### src/rtl/pacc_pkg.sv
package pacc_pkg;
  typedef enum logic [1:0] {
    RA_CTRL   = 2'd0,
    RA_COUNT  = 2'd1,
    RA_FLAG   = 2'd2,
    RA_SAMPLE = 2'd3
  } reg_addr_e;

  typedef struct packed {
    logic irq_en;
    logic pin_out;
    logic rise_sel;
    logic gated_mode;
    logic enable;
  } ctrl_t;

  localparam int CTRL_W = $bits(ctrl_t);
endpackage

### src/rtl/pacc_rst_sync.sv
module pacc_rst_sync #(
  parameter int STAGES = 2
) (
  input  logic clk,
  input  logic rst_n,
  output logic rst_sync_n
);
  logic [STAGES-1:0] chain_q;

  always_ff @(posedge clk or negedge rst_n) begin
    if (!rst_n) chain_q <= '0;
    else        chain_q <= {chain_q[STAGES-2:0], 1'b1};
  end

  assign rst_sync_n = chain_q[STAGES-1];
endmodule

### src/rtl/pacc_input_latch.sv
module pacc_input_latch #(
  parameter int              W           = 8,
  parameter int              EVT_BIT     = W - 1,
  parameter logic [W-1:0]    FOLLOW_MASK = 8'h03
) (
  input  logic         clk,
  input  logic         rst_n,
  input  logic [W-1:0] ext_in,
  input  logic         pin_out,
  output logic [W-1:0] samp_q,
  output logic         evt_rise,
  output logic         evt_fall
);
  logic [W-1:0] mask;
  logic [W-1:0] samp_d;
  logic         samp_en;
  logic         evt_chg;

  // Per-bit follow mask: the event bit depends on the direction control.
  for (genvar b = 0; b < W; b++) begin : g_mask
    if (b == EVT_BIT) begin : g_evt
      assign mask[b] = ~pin_out;
    end else begin : g_fix
      assign mask[b] = FOLLOW_MASK[b];
    end
  end

  always_comb begin
    samp_d   = (ext_in & mask) | (samp_q & ~mask);
    samp_en  = |(samp_d ^ samp_q);
    evt_chg  = samp_d[EVT_BIT] ^ samp_q[EVT_BIT];
    evt_rise = evt_chg & samp_d[EVT_BIT];
    evt_fall = evt_chg & ~samp_d[EVT_BIT];
  end

  always_ff @(posedge clk or negedge rst_n) begin
    if (!rst_n)       samp_q <= '0;
    else if (samp_en) samp_q <= samp_d;
  end
endmodule

### src/rtl/pacc_counter.sv
module pacc_counter #(
  parameter int CNT_W = 8
) (
  input  logic             clk,
  input  logic             rst_n,
  input  logic             step,
  input  logic             load,
  input  logic [CNT_W-1:0] load_val,
  input  logic             flag_clr,
  output logic [CNT_W-1:0] cnt_q,
  output logic             ovf_q
);
  logic [CNT_W-1:0] cnt_d;
  logic             cnt_en;
  logic             wrap;
  logic             ovf_d;

  always_comb begin
    cnt_d  = cnt_q;
    cnt_en = 1'b0;
    if (load) begin
      cnt_d  = load_val;
      cnt_en = 1'b1;
    end else if (step) begin
      cnt_d  = cnt_q + 1'b1;
      cnt_en = 1'b1;
    end
    wrap  = !load && step && (cnt_q == {CNT_W{1'b1}});
    ovf_d = ovf_q;
    if (wrap)          ovf_d = 1'b1;
    else if (flag_clr) ovf_d = 1'b0;
  end

  always_ff @(posedge clk or negedge rst_n) begin
    if (!rst_n)      cnt_q <= '0;
    else if (cnt_en) cnt_q <= cnt_d;
  end

  always_ff @(posedge clk or negedge rst_n) begin
    if (!rst_n) ovf_q <= 1'b0;
    else        ovf_q <= ovf_d;
  end
endmodule

### src/rtl/pacc_regfile.sv
module pacc_regfile
  import pacc_pkg::*;
#(
  parameter int DATA_W = 8
) (
  input  logic              clk,
  input  logic              rst_n,
  input  logic              wr_ctrl,
  input  logic [CTRL_W-1:0] wdata_ctrl,
  input  logic [1:0]        addr,
  input  logic [DATA_W-1:0] cnt_val,
  input  logic              ovf_val,
  input  logic [DATA_W-1:0] samp_val,
  output ctrl_t             ctrl_q,
  output logic [DATA_W-1:0] rdata
);
  ctrl_t ctrl_d;

  always_comb begin
    ctrl_d = ctrl_q;
    if (wr_ctrl) ctrl_d = ctrl_t'(wdata_ctrl);
  end

  always_ff @(posedge clk or negedge rst_n) begin
    if (!rst_n)       ctrl_q <= '0;
    else if (wr_ctrl) ctrl_q <= ctrl_d;
  end

  always_comb begin
    unique case (addr)
      RA_CTRL:   rdata = {{(DATA_W-CTRL_W){1'b0}}, ctrl_q};
      RA_COUNT:  rdata = cnt_val;
      RA_FLAG:   rdata = {{(DATA_W-1){1'b0}}, ovf_val};
      default:   rdata = samp_val;
    endcase
  end
endmodule

### src/rtl/pacc_top.sv
module pacc_top
  import pacc_pkg::*;
#(
  parameter int           DATA_W      = 8,
  parameter int           EVT_BIT     = DATA_W - 1,
  parameter logic [7:0]   FOLLOW_MASK = 8'h03
) (
  input  logic              clk,
  input  logic              rst_n,
  input  logic [DATA_W-1:0] ext_in,
  input  logic              wr_en,
  input  logic [1:0]        addr,
  input  logic [DATA_W-1:0] wdata,
  output logic [DATA_W-1:0] rdata,
  output logic              irq
);
  localparam logic [DATA_W-1:0] FOLLOW_W = DATA_W'(FOLLOW_MASK);

  logic              rst_sync_n;
  ctrl_t             ctrl_q;
  logic [DATA_W-1:0] samp_q;
  logic [DATA_W-1:0] cnt_q;
  logic              ovf_q;
  logic              evt_rise;
  logic              evt_fall;
  logic              wr_ctrl;
  logic              wr_cnt;
  logic              flag_clr;
  logic              cnt_on;
  logic              step;

  pacc_rst_sync #(.STAGES(2)) u_rst (
    .clk        (clk),
    .rst_n      (rst_n),
    .rst_sync_n (rst_sync_n)
  );

  always_comb begin
    wr_ctrl  = wr_en && (addr == RA_CTRL);
    wr_cnt   = wr_en && (addr == RA_COUNT);
    flag_clr = wr_en && (addr == RA_FLAG) && wdata[0];
    cnt_on   = ctrl_q.enable && !ctrl_q.gated_mode;
    step     = cnt_on && (ctrl_q.rise_sel ? evt_rise : evt_fall);
  end

  pacc_input_latch #(
    .W           (DATA_W),
    .EVT_BIT     (EVT_BIT),
    .FOLLOW_MASK (FOLLOW_W)
  ) u_latch (
    .clk      (clk),
    .rst_n    (rst_sync_n),
    .ext_in   (ext_in),
    .pin_out  (ctrl_q.pin_out),
    .samp_q   (samp_q),
    .evt_rise (evt_rise),
    .evt_fall (evt_fall)
  );

  pacc_counter #(.CNT_W(DATA_W)) u_cnt (
    .clk      (clk),
    .rst_n    (rst_sync_n),
    .step     (step),
    .load     (wr_cnt),
    .load_val (wdata),
    .flag_clr (flag_clr),
    .cnt_q    (cnt_q),
    .ovf_q    (ovf_q)
  );

  pacc_regfile #(.DATA_W(DATA_W)) u_regs (
    .clk        (clk),
    .rst_n      (rst_sync_n),
    .wr_ctrl    (wr_ctrl),
    .wdata_ctrl (wdata[CTRL_W-1:0]),
    .addr       (addr),
    .cnt_val    (cnt_q),
    .ovf_val    (ovf_q),
    .samp_val   (samp_q),
    .ctrl_q     (ctrl_q),
    .rdata      (rdata)
  );

  assign irq = ovf_q && ctrl_q.irq_en;
endmodule

### config.mk
export PLATFORM = sky130hd
export DESIGN_NAME = pacc_top
export DESIGN_NICKNAME = d
export VERILOG_FILES = /design/src/rtl/pacc_pkg.sv /design/src/rtl/pacc_rst_sync.sv /design/src/rtl/pacc_input_latch.sv /design/src/rtl/pacc_counter.sv /design/src/rtl/pacc_regfile.sv /design/src/rtl/pacc_top.sv
export SDC_FILE = /design/constraint.sdc
export NUM_CORES = 1
export LEC_CHECK = 0
export ABC_AREA = 1
export BUFFER_PORTS_ARGS = -buffer_cell sky130_fd_sc_hd__buf_2
export CORE_ASPECT_RATIO = 1.2
export CORE_MARGIN = 2
export CORE_UTILIZATION = 35
export CTS_CLUSTER_DIAMETER = 150
export CTS_CLUSTER_SIZE = 16
export DETAILED_ROUTE_END_ITERATION = 10
export GPL_TIMING_DRIVEN = 0
export SYNTH_ARGS = -nofsm -noshare
export SYNTH_HDL_FRONTEND = slang
export SYNTH_SLANG_ARGS = --single-unit
### constraint.sdc
create_clock -name clk -period 0.8 [get_ports clk]
set_input_delay 0.08 -clock clk [delete_from_list [all_inputs] [get_ports clk]]
set_output_delay 0.08 -clock clk [all_outputs]
set_load 0.005 [all_outputs]
; ---- Word level (Yosys, flattened, before mapping)
; Index checks and enable logic that the tools add are counted.
[totals]
inputBits = 21
wordCells = 47
register_bits = 24
output_inout_bits = 9
[op_classes]
addsub = 1
eq_ne = 3
bitwise = 10
n_reduce_logical = 16
mux = 8
[op_table]
columns = op, n
row1 = one-hot mux 8 bit (3 select lines), 1
row2 = bitwise AND 8 bit, 2
row3 = 2-to-1 mux 8 bit, 2
row4 = logical AND 1 bit, 9
row5 = "adder 8 x 1 -> 8 bit, second input constant", 1
row6 = "== test 8 bit, second input constant", 1
row7 = NOT 8 bit, 1
row8 = bitwise OR 8 bit, 1
row9 = OR reduction 8 bit, 1
row10 = bitwise XOR 8 bit, 1
row11 = 2-to-1 mux 1 bit, 5
row12 = nonzero test 2 bit, 2
row13 = bitwise AND 1 bit, 2
row14 = "== test 2 x 1 -> 1 bit, second input constant", 1
row15 = "== test 2 bit, second input constant", 1
row16 = zero test 1 bit, 2
row17 = zero test 2 bit, 1
row18 = NOT 1 bit, 2
row19 = AND reduction 2 bit, 1
row20 = bitwise XOR 1 bit, 1

; ---- Longest topological paths before layout
; Gate-level depths: netlist (run 1).
[depth]
word_depth = 11
ltp_mapped = 9
depth_no_buf = 9

; ---- By module
; From an unflattened synthesis (run 1), not the netlist that was laid out.
[unflattened]
cells_unflattened = 178
area_unflattened_um2 = 1271.2
[modules_own_cells]
columns = module, n_inst, cells_each, area_each_um2, seq_area_each_um2
row1 = pacc_counter, 1, 69, 551.8, 225.2
row2 = pacc_regfile, 1, 57, 352.8, 125.1
row3 = pacc_input_latch, 1, 34, 247.7, 75.1
row4 = pacc_top, 1, 15, 65.1, 0.0
row5 = pacc_rst_sync, 1, 3, 53.8, 50.0

; ---- Least setup slack after synthesis (run 1)
; Ideal clock, no wire load.
[synth_path]
path_type = reg-to-reg
startpoint = reg u_cnt.cnt_q[0]
endpoint = reg u_cnt.cnt_q[6]
setup_slack_ns = -0.329
n_path_buf = 0
setup_ns = 0.117
period_less_slack_ns = 1.129
required_time_ns = 0.683
arrival_ns = 1.012
stages_incl_launch_ff = 10
path_cell_list = dfrtp_1 > ha_1 > nand2_1 > inv_1 > nand2_1 > nand2_1 > nand3_1 > nand2_1 > nand2_1 > nand2_1
[synth_via]
elab_chain_len = 3
[synth_lines]
columns = element, line_no
row1 = start: declaration, pacc_counter.sv:10  ; output logic [CNT_W-1:0] cnt_q,
row2 = start signal: assignment, pacc_counter.sv:36  ; else if (cnt_en) cnt_q <= cnt_d;
row3 = adder 8 x 1 -> 8 bit, pacc_counter.sv:25  ; cnt_d = cnt_q + 1'b1;
row4 = 2-to-1 mux 8 bit, pacc_counter.sv:24  ; end else if (step) begin
row5 = 2-to-1 mux 8 bit, pacc_counter.sv:21  ; if (load) begin
; Every way passes these cells. The select of a mux whose other input is x is not followed.
; A chain may end at the register's enable or synchronous reset.

; ---- Worst setup path after layout (run 1)
[layout_path]
startpoint = reg u_cnt.cnt_q[0]
endpoint = reg u_cnt.cnt_q[2]
; The elaborated chain is that of the path after synthesis.

==> out/results.tsv, run 1 <==
stage	metric	value	unit
routing	WL final	3040	µm
sta	PnR worst setup slack	-0.413	ns
finish	multi-input logic area	701	µm²
routing	DRT Pass-1 Iters	4	
outcome	status	finished with violations	
sta	Max Fclk	0.824	GHz
grt	first-pass GRT wire length	5020	µm
power	pwr/cell area	2390	nW/µm²
worst_setup_path	CP startpoint kind	register	
grt	met3 usage	2.15	%
sta	fin crit share	152	%
worst_setup_path	CP Cell Sequence	ha_2 > buf_4 > xnor2_2 > o21ai_1 > nand2_1 > o21ai_2	
worst_setup_path	WS Path Type	register to register	
worst_setup_path	WP data arrival	1.45	ns
die	Die X	55.5	µm
cts	clock sink count	19	
placed_design	IO Port Bufs	22	
worst_setup_path	Worst path slowest cell	dfrtp_1	
yosys	Synth Instances	146	
min_path	HP Start	wdata[4]	
min_path	hold path depth	3	
finish	Fill cells	296	
cts	clk root buf	clkbuf_4	
grt	gr usage total	17.1	%
sta	RSZ-0062 raised after global routing	true	
worst_setup_path	Worst R2R Setup Slack	-0.41	ns
worst_setup_path	Worst Setup End Kind	register	
yosys	Synth Net Count	168	
power	LEAKAGE	0.819	nW
placed_design	Placed Cells incl. Taps	204	
die	DIE AREA	3650	µm²
yosys	mean post-synth cell area	7.63	µm²
worst_setup_path	Buf/Inv on CP	1	
sta	clk_skew	0.00360	ns
routing	DR DRC count	0	
grt	grt met1 use	20.3	%
finish	final net count	218	
finish	register area	478	µm²
finish	ANT cells	0	
routing	antenna-violating nets left	0	
cts	htree depth	1	
die	Die H	65.8	µm
outcome	failing checks	setup timing	
grt	initial antenna violation count	0	
die	initial core utilization	36.4	%
power	Worst IR Drop VDD	0.00127	V
finish	layout cell share with drive strength beyond 1	54.9	%
cts	number of buffers created by CTS	3	
routing	Vias/cell	4.94	
cts	Worst-path clk slew	0.11	ns
routing	Initial DRC Count	19	
worst_setup_path	reg-to-reg endpoint	u_cnt.cnt_q[2]	
worst_setup_path	cells on worst reg2reg path	6	
yosys	synthesized area	1110	µm²
sta	# setup viols final	18	
worst_setup_path	Crit Path Max Fanout	4	
sta	Hold WS	0.0172	ns
worst_setup_path	CP top delay family	flip-flops	
min_path	Worst Hold End	u_cnt.cnt_q[4]	
yosys	Unique masters post-synth	25	
yosys	Yosys reg bits	19	
cts	Max clock buf depth	2	
min_path	worst hold path type	primary input to register	
worst_setup_path	Crit path largest cell delay	0.44	ns
grt	global route overflow	0	
flow_run	max-cap viol count	0	
grt	GR peak layer	met2	
placed_design	RD Place Congestion	0.810	
sta	Final Hold Vio Count	0	
die	# rows	22	
worst_setup_path	CP Data Required Time	1.04	ns
grt	grt met2 use	31.5	%
grt	largest net degree at the start of global routing	18	
finish	Synth-to-Final Area Change	48.5	%
worst_setup_path	Reg-to-Reg Start	u_cnt.cnt_q[0]	
routing	DR vias	1140	
cts	CTS tree	done	
routing	drt wl/cell	13.2	µm
grt	vias in the first global route	1175	
finish	Final Non-Filler Cells	231	
die	Core ar.	3060	µm²
sta	max-slew violations	0	
yosys	sequential share of the synthesized area	42.7	%
finish	Util after Layout	54.1	%
cts	Clock Latency Late Sink	0.30	ns
yosys	Synth Warn #	0	
die	IO Count	30	
sta	Final min period	1.21	ns
placed_design	DPL Wire Length	2000	µm
[cell usage after synthesis (all sizes together)]
library cell / count / share of area, %
a21oi: 2 / 0.90
dfrtp: 19 / 43
clkbuf: 2 / 0.67
xnor2: 1 / 0.79
inv: 19 / 6.4
nand3: 27 / 14
o22ai: 3 / 1.7
nor2: 13 / 5.1
buf: 1 / 1.0
xor2: 2 / 1.6
o2111ai: 1 / 0.79
mux2: 3 / 3.0
nand2: 42 / 15
clkinv: 1 / 0.79
o21ai: 7 / 3.8
conb: 1 / 0.34
nand4: 1 / 0.56
ha: 1 / 1.1
[worst max path at each step]
stage | start | end | slack (ns) | depth (start not counted)
after floorplan | u_cnt.cnt_q[1] | u_cnt.cnt_q[6] | -0.31 | 8
after global placement | u_cnt.cnt_q[0] | u_cnt.cnt_q[6] | -0.45 | 8
after detailed placement | u_cnt.cnt_q[0] | u_cnt.cnt_q[6] | -0.44 | 8
after CTS | u_cnt.cnt_q[0] | u_cnt.cnt_q[2] | -0.42 | 6
after global routing | u_cnt.cnt_q[0] | u_cnt.cnt_q[6] | -0.52 | 9
final | u_cnt.cnt_q[0] | u_cnt.cnt_q[2] | -0.41 | 6
[through the flow]
stage	total power, mW	setup WS, ns	setup TNS [ns]	cell area, µm²
detailed placement	2.53	-0.445	-5.13	1300
CTS	3.68	-0.425	-6.30	1540
finish	3.96	-0.413	-6.24	1650
global placement	2.50	-0.450	-4.44	1300
global route	4.26	-0.516	-7.72	1650
floorplan	2.21	-0.308	-2.20	1150
[kinds of logic after synthesis]
kind of cell,synth area share [%]
adder cells (fa/ha/maj),1.12
AND/OR/NAND/NOR,34.4
XOR/XNOR,2.36
multiplexers,3.03
buffers and inverters,8.88
AO/OA/AOI/OAI,7.19
flip-flops,42.7
other,0.337
[state kept, by name, summed over array words and instances (netlist names)]
signal	flops
u_rst.chain_q	2
u_latch.samp_q	3
u_cnt.ovf_q	1
u_regs.ctrl_q	5
u_cnt.cnt_q	8
[repair_timing]
| action | in CTS | in global routing |
|---|---|---|
| hold endpoints to repair | 5 | 0 |
| hold buffers | 4 | 0 |
| pin swaps | 11 | 10 |
| setup buffers | 14 | 5 |
| gates resized for setup | 25 | 23 |
| setup endpoints to repair | 35 | 20 |
[final cells by class]
type	instances	share of cell area (%)
Buffer	3	1.13
Clock buffer	3	1.36
Clock inverter	1	0.303
Inverter	20	4.84
Multi-Input combinational cell	104	42.4
Sequential cell	19	28.9
Tap cell	36	2.72
Timing Repair Buffer	45	18.4
[power by group]
part | switching [mW] | leakage, nW | internal, mW | total, mW
clock network | 0.317 | 0.0177 | 0.187 | 0.504
registers | 0.278 | 0.229 | 1.21 | 1.48
logic | 0.930 | 0.572 | 1.04 | 1.97
total | 1.53 | 0.819 | 2.43 | 3.96
[per-layer routing]
layer,up-vias,part of all wire (%),routed length (µm)
met2,34,52,1570
met1,531,42,1270
li1,568,-,-
met5,-,0,0
met4,0,2.1,63
met3,7,4.5,137
[worst reg2reg max path: stages (launching register included)]
cell and delay (ns):
dfrtp_1 0.44, ha_2 0.20, buf_4 0.14, xnor2_2 0.12, o21ai_1 0.12, nand2_1 0.07
o21ai_2 0.05
[cell usage in the layout (no fill, tap or decap), drive strengths merged, types with 4 or more instances in the layout]
cell and count:
dfrtp 19, inv 19, clkbuf 5, buf 42, nand3 27, o21ai 7
nand2 42, dlygate4sd3 4, nor2 13
Power figures use the tool's default switching activity.
==> inputs of run 2 (changes only) <==
==> constraint.sdc (replaced) <==
create_clock -name clk -period 1.1 [get_ports clk]
set_input_delay 0.11 -clock clk [delete_from_list [all_inputs] [get_ports clk]]
set_output_delay 0.11 -clock clk [all_outputs]
set_load 0.005 [all_outputs]
==> run 2 against run 1 <==
Effect of this change:
- the run still ends with setup timing left
- flip-flop and latch count did not move
- count of clock-buffer cells in the layout did not move
- sequential share of layout area barely moved
- register-to-register slack improved by 0.28 ns
- critical endpoint is now rdata[1]
==> out/results.tsv, run 2 (synthesized netlist as in run 1, its figures left out) <==
stage	metric	value	unit	change
outcome	status	finished with violations		
outcome	failing checks	setup timing		
cts	Clock Latency Late Sink	0.30	ns	about the same
routing	Vias/cell	4.92		-0.38%
worst_setup_path	WP data arrival	1.15	ns	-0.30 ns
finish	Util after Layout	53.9	%	-0.20 points
placed_design	IO Port Bufs	22		unchanged
die	DIE AREA	3650	µm²	unchanged
worst_setup_path	Critical Path Stages	4		-2
worst_setup_path	Reg-to-Reg Start	u_cnt.cnt_q[1]		
worst_setup_path	CP top delay family	flip-flops		
power	internal power of the cells	1.75	mW	-28%
cts	htree depth	1		unchanged
finish	ANT cells	0		unchanged
power	power share of the combinational group	50.3	%	+0.6 points
grt	gr usage total	17.1	%	about the same
grt	initial antenna violation count	0		unchanged
routing	DR DRC count	0		unchanged
sta	Max Fclk	0.795	GHz	
min_path	HP Start	wdata[7]		
grt	first-pass GRT wire length	4930	µm	-1.8%
die	Die H	65.8	µm	unchanged
power	LEAKAGE	0.804	nW	-1.8%
power	pwr/cell area	1760	nW/µm²	-27%
routing	Initial DRC Count	16		-3
cts	clk root buf	clkbuf_4		
routing	DRT Pass-1 Iters	4		unchanged
sta	Hold WS	0.0258	ns	+0.00862 ns
cts	Worst-path clk slew	0.11	ns	about the same
finish	Synth-to-Final Area Change	48.0	%	
routing	WL final	3010	µm	-0.99%
worst_setup_path	cells on worst reg2reg path	8		+2
die	initial core utilization	36.4	%	unchanged
min_path	worst hold path type	primary input to register		
die	IO Count	30		unchanged
die	Core ar.	3060	µm²	unchanged
placed_design	RD Place Congestion	0.833		+2.8%
worst_setup_path	most used cell along the critical path	nand3_1		
sta	Final min period	1.26	ns	
power	Psw	1.14	mW	-25%
placed_design	placed cell areas	1270	µm²	-2.3%
cts	clock sink count	19		unchanged
power	Sequential Power Share	37.1	%	-0.4 points
finish	commonest non-fill, non-tap cells in the layout	31 x nand2_1, 21 x buf_2, 18 x dfrtp_1, 13 x nand3_2, 12 x buf_4		
worst_setup_path	Buf/Inv on CP	2		+1
flow_run	max-cap viol count	0		unchanged
sta	worst slew pin tran	0.689	ns	
routing	antenna-violating nets left	0		unchanged
power	Worst IR Drop VDD	0.000887	V	-30%
finish	layout cell share with drive strength beyond 1	52.4	%	-2.5 points
worst_setup_path	CP startpoint kind	register		
sta	PnR worst setup slack	-0.158	ns	+0.255 ns
cts	Max clock buf depth	2		unchanged
worst_setup_path	Crit Path Max Fanout	4		unchanged
finish	Largest regs	u_cnt.cnt_q x8, u_regs.ctrl_q x5, u_latch.samp_q x3		
sta	clk_skew	0.00322	ns	-0.000376 ns
die	# rows	22		unchanged
routing	DR vias	1116		-2.1%
cts	number of buffers created by CTS	3		unchanged
worst_setup_path	CP Cell Sequence	buf_6 > nand3_1 > nand3_1 > buf_2		
finish	final net count	214		-1.8%
worst_setup_path	Worst path slowest cell	dfrtp_1		
sta	fin crit share	114	%	
worst_setup_path	CP Data Required Time	0.99	ns	-0.05 ns
worst_setup_path	Worst Setup End Kind	output port		
min_path	hold path depth	3		unchanged
sta	# setup viols final	18		unchanged
cts	CTS tree	done		
grt	largest net degree at the start of global routing	18		unchanged
power	sw frac	39.6	%	+0.99 points
finish	Fill cells	282		-4.7%
power	Clk network pwr share	12.6	%	about the same
worst_setup_path	Worst setup startpoint	u_cnt.cnt_q[1]		
routing	drt wl/cell	13.3	µm	+0.76%
worst_setup_path	WS Path Type	register to output port		
die	Die X	55.5	µm	unchanged
grt	vias in the first global route	1156		-1.6%
finish	final instance area	1650	µm²	-0.38%
placed_design	DPL Wire Length	1990	µm	-0.20%
finish	max reg flops	8		unchanged
sta	RSZ-0062 raised after global routing	true		
sta	Worst slew margin	54.1	%	
finish	Top reg by flops	u_cnt.cnt_q		
sta	max-slew violations	0		unchanged
sta	Final Hold Vio Count	0		unchanged
worst_setup_path	Crit path largest cell delay	0.45	ns	about the same
grt	global route overflow	0		unchanged
finish	commonest non-fill, non-tap cell in the layout	nand2_1		
## run 2: worst register-to-register path, delay by kind of cell, from the launching register on
| family | cells | cell delay [ns] |
|---|---|---|
| and+or+nand+nor | 7 | 0.54 |
| buffers and inverters | 1 | 0.14 |
| DFF | 1 | 0.45 |
## run 2: final timing paths
path / end / slack, ns
setup / recovery: rdata[1] / -0.16
hold / removal: u_cnt.cnt_q[7] / 0.03
setup reg to reg: u_cnt.cnt_q[5] / -0.13
hold reg to reg: u_latch.samp_q[1] / 0.29
max in group asynchronous: u_cnt.cnt_q[0] / 0.33
min in group asynchronous: u_rst.chain_q[0] / 0.10
## run 2: repair_timing
action / in CTS / in global routing
pin swaps: 14 / 16
endpoints found under the setup margin: 17 / 18
buffers inserted: 12 / 4
hold buffers: 3 / 0
hold endpoints to repair: 4 / 0
resized for setup: 30 / 26
## run 2: area by class of cell
| cell class | instances | area (µm²) | area share (%) |
|---|---|---|---|
| buffer | 3 | 18.8 | 1.14 |
| clock buffer | 3 | 22.5 | 1.37 |
| clock inverter | 1 | 5.00 | 0.304 |
| inverter | 20 | 82.6 | 5.01 |
| multi-input combinational | 104 | 716 | 43.4 |
| sequential | 19 | 477 | 28.9 |
| tap | 36 | 45.0 | 2.73 |
| timing repair buffer | 41 | 282 | 17.1 |
## run 2: metrics by stage
step | instances | power [mW] | setup WS [ns] | TNS [ns]
finish | 227 | 2.89 | -0.158 | -1.32
global route | 227 | 3.09 | -0.201 | -2.57
CTS | 223 | 2.58 | -0.124 | -0.985
detailed placement | 204 | 1.82 | -0.147 | -1.07
global placement | 204 | 1.79 | -0.153 | -1.05
floorplan | 146 | 1.58 | -0.00866 | -0.00866
## run 2: routing by layer
layer,share of wire [%],wire length (µm),global-route usage (%),up-vias
met2,55,1640,32.3,28
met3,4.4,131,2.54,4
met5,0,0,0,-
li1,-,-,-,565
met4,1.2,36,6.71,0
met1,40,1200,19.3,519
## run 2: power groups by stage
stage	Combinational, mW	Clock, mW	Sequential (mW)
floorplan	0.544	0	1.03
global placement	0.705	0	1.08
detailed placement	0.729	0	1.09
CTS	1.16	0.371	1.05
global route	1.60	0.403	1.10
finish	1.46	0.364	1.07
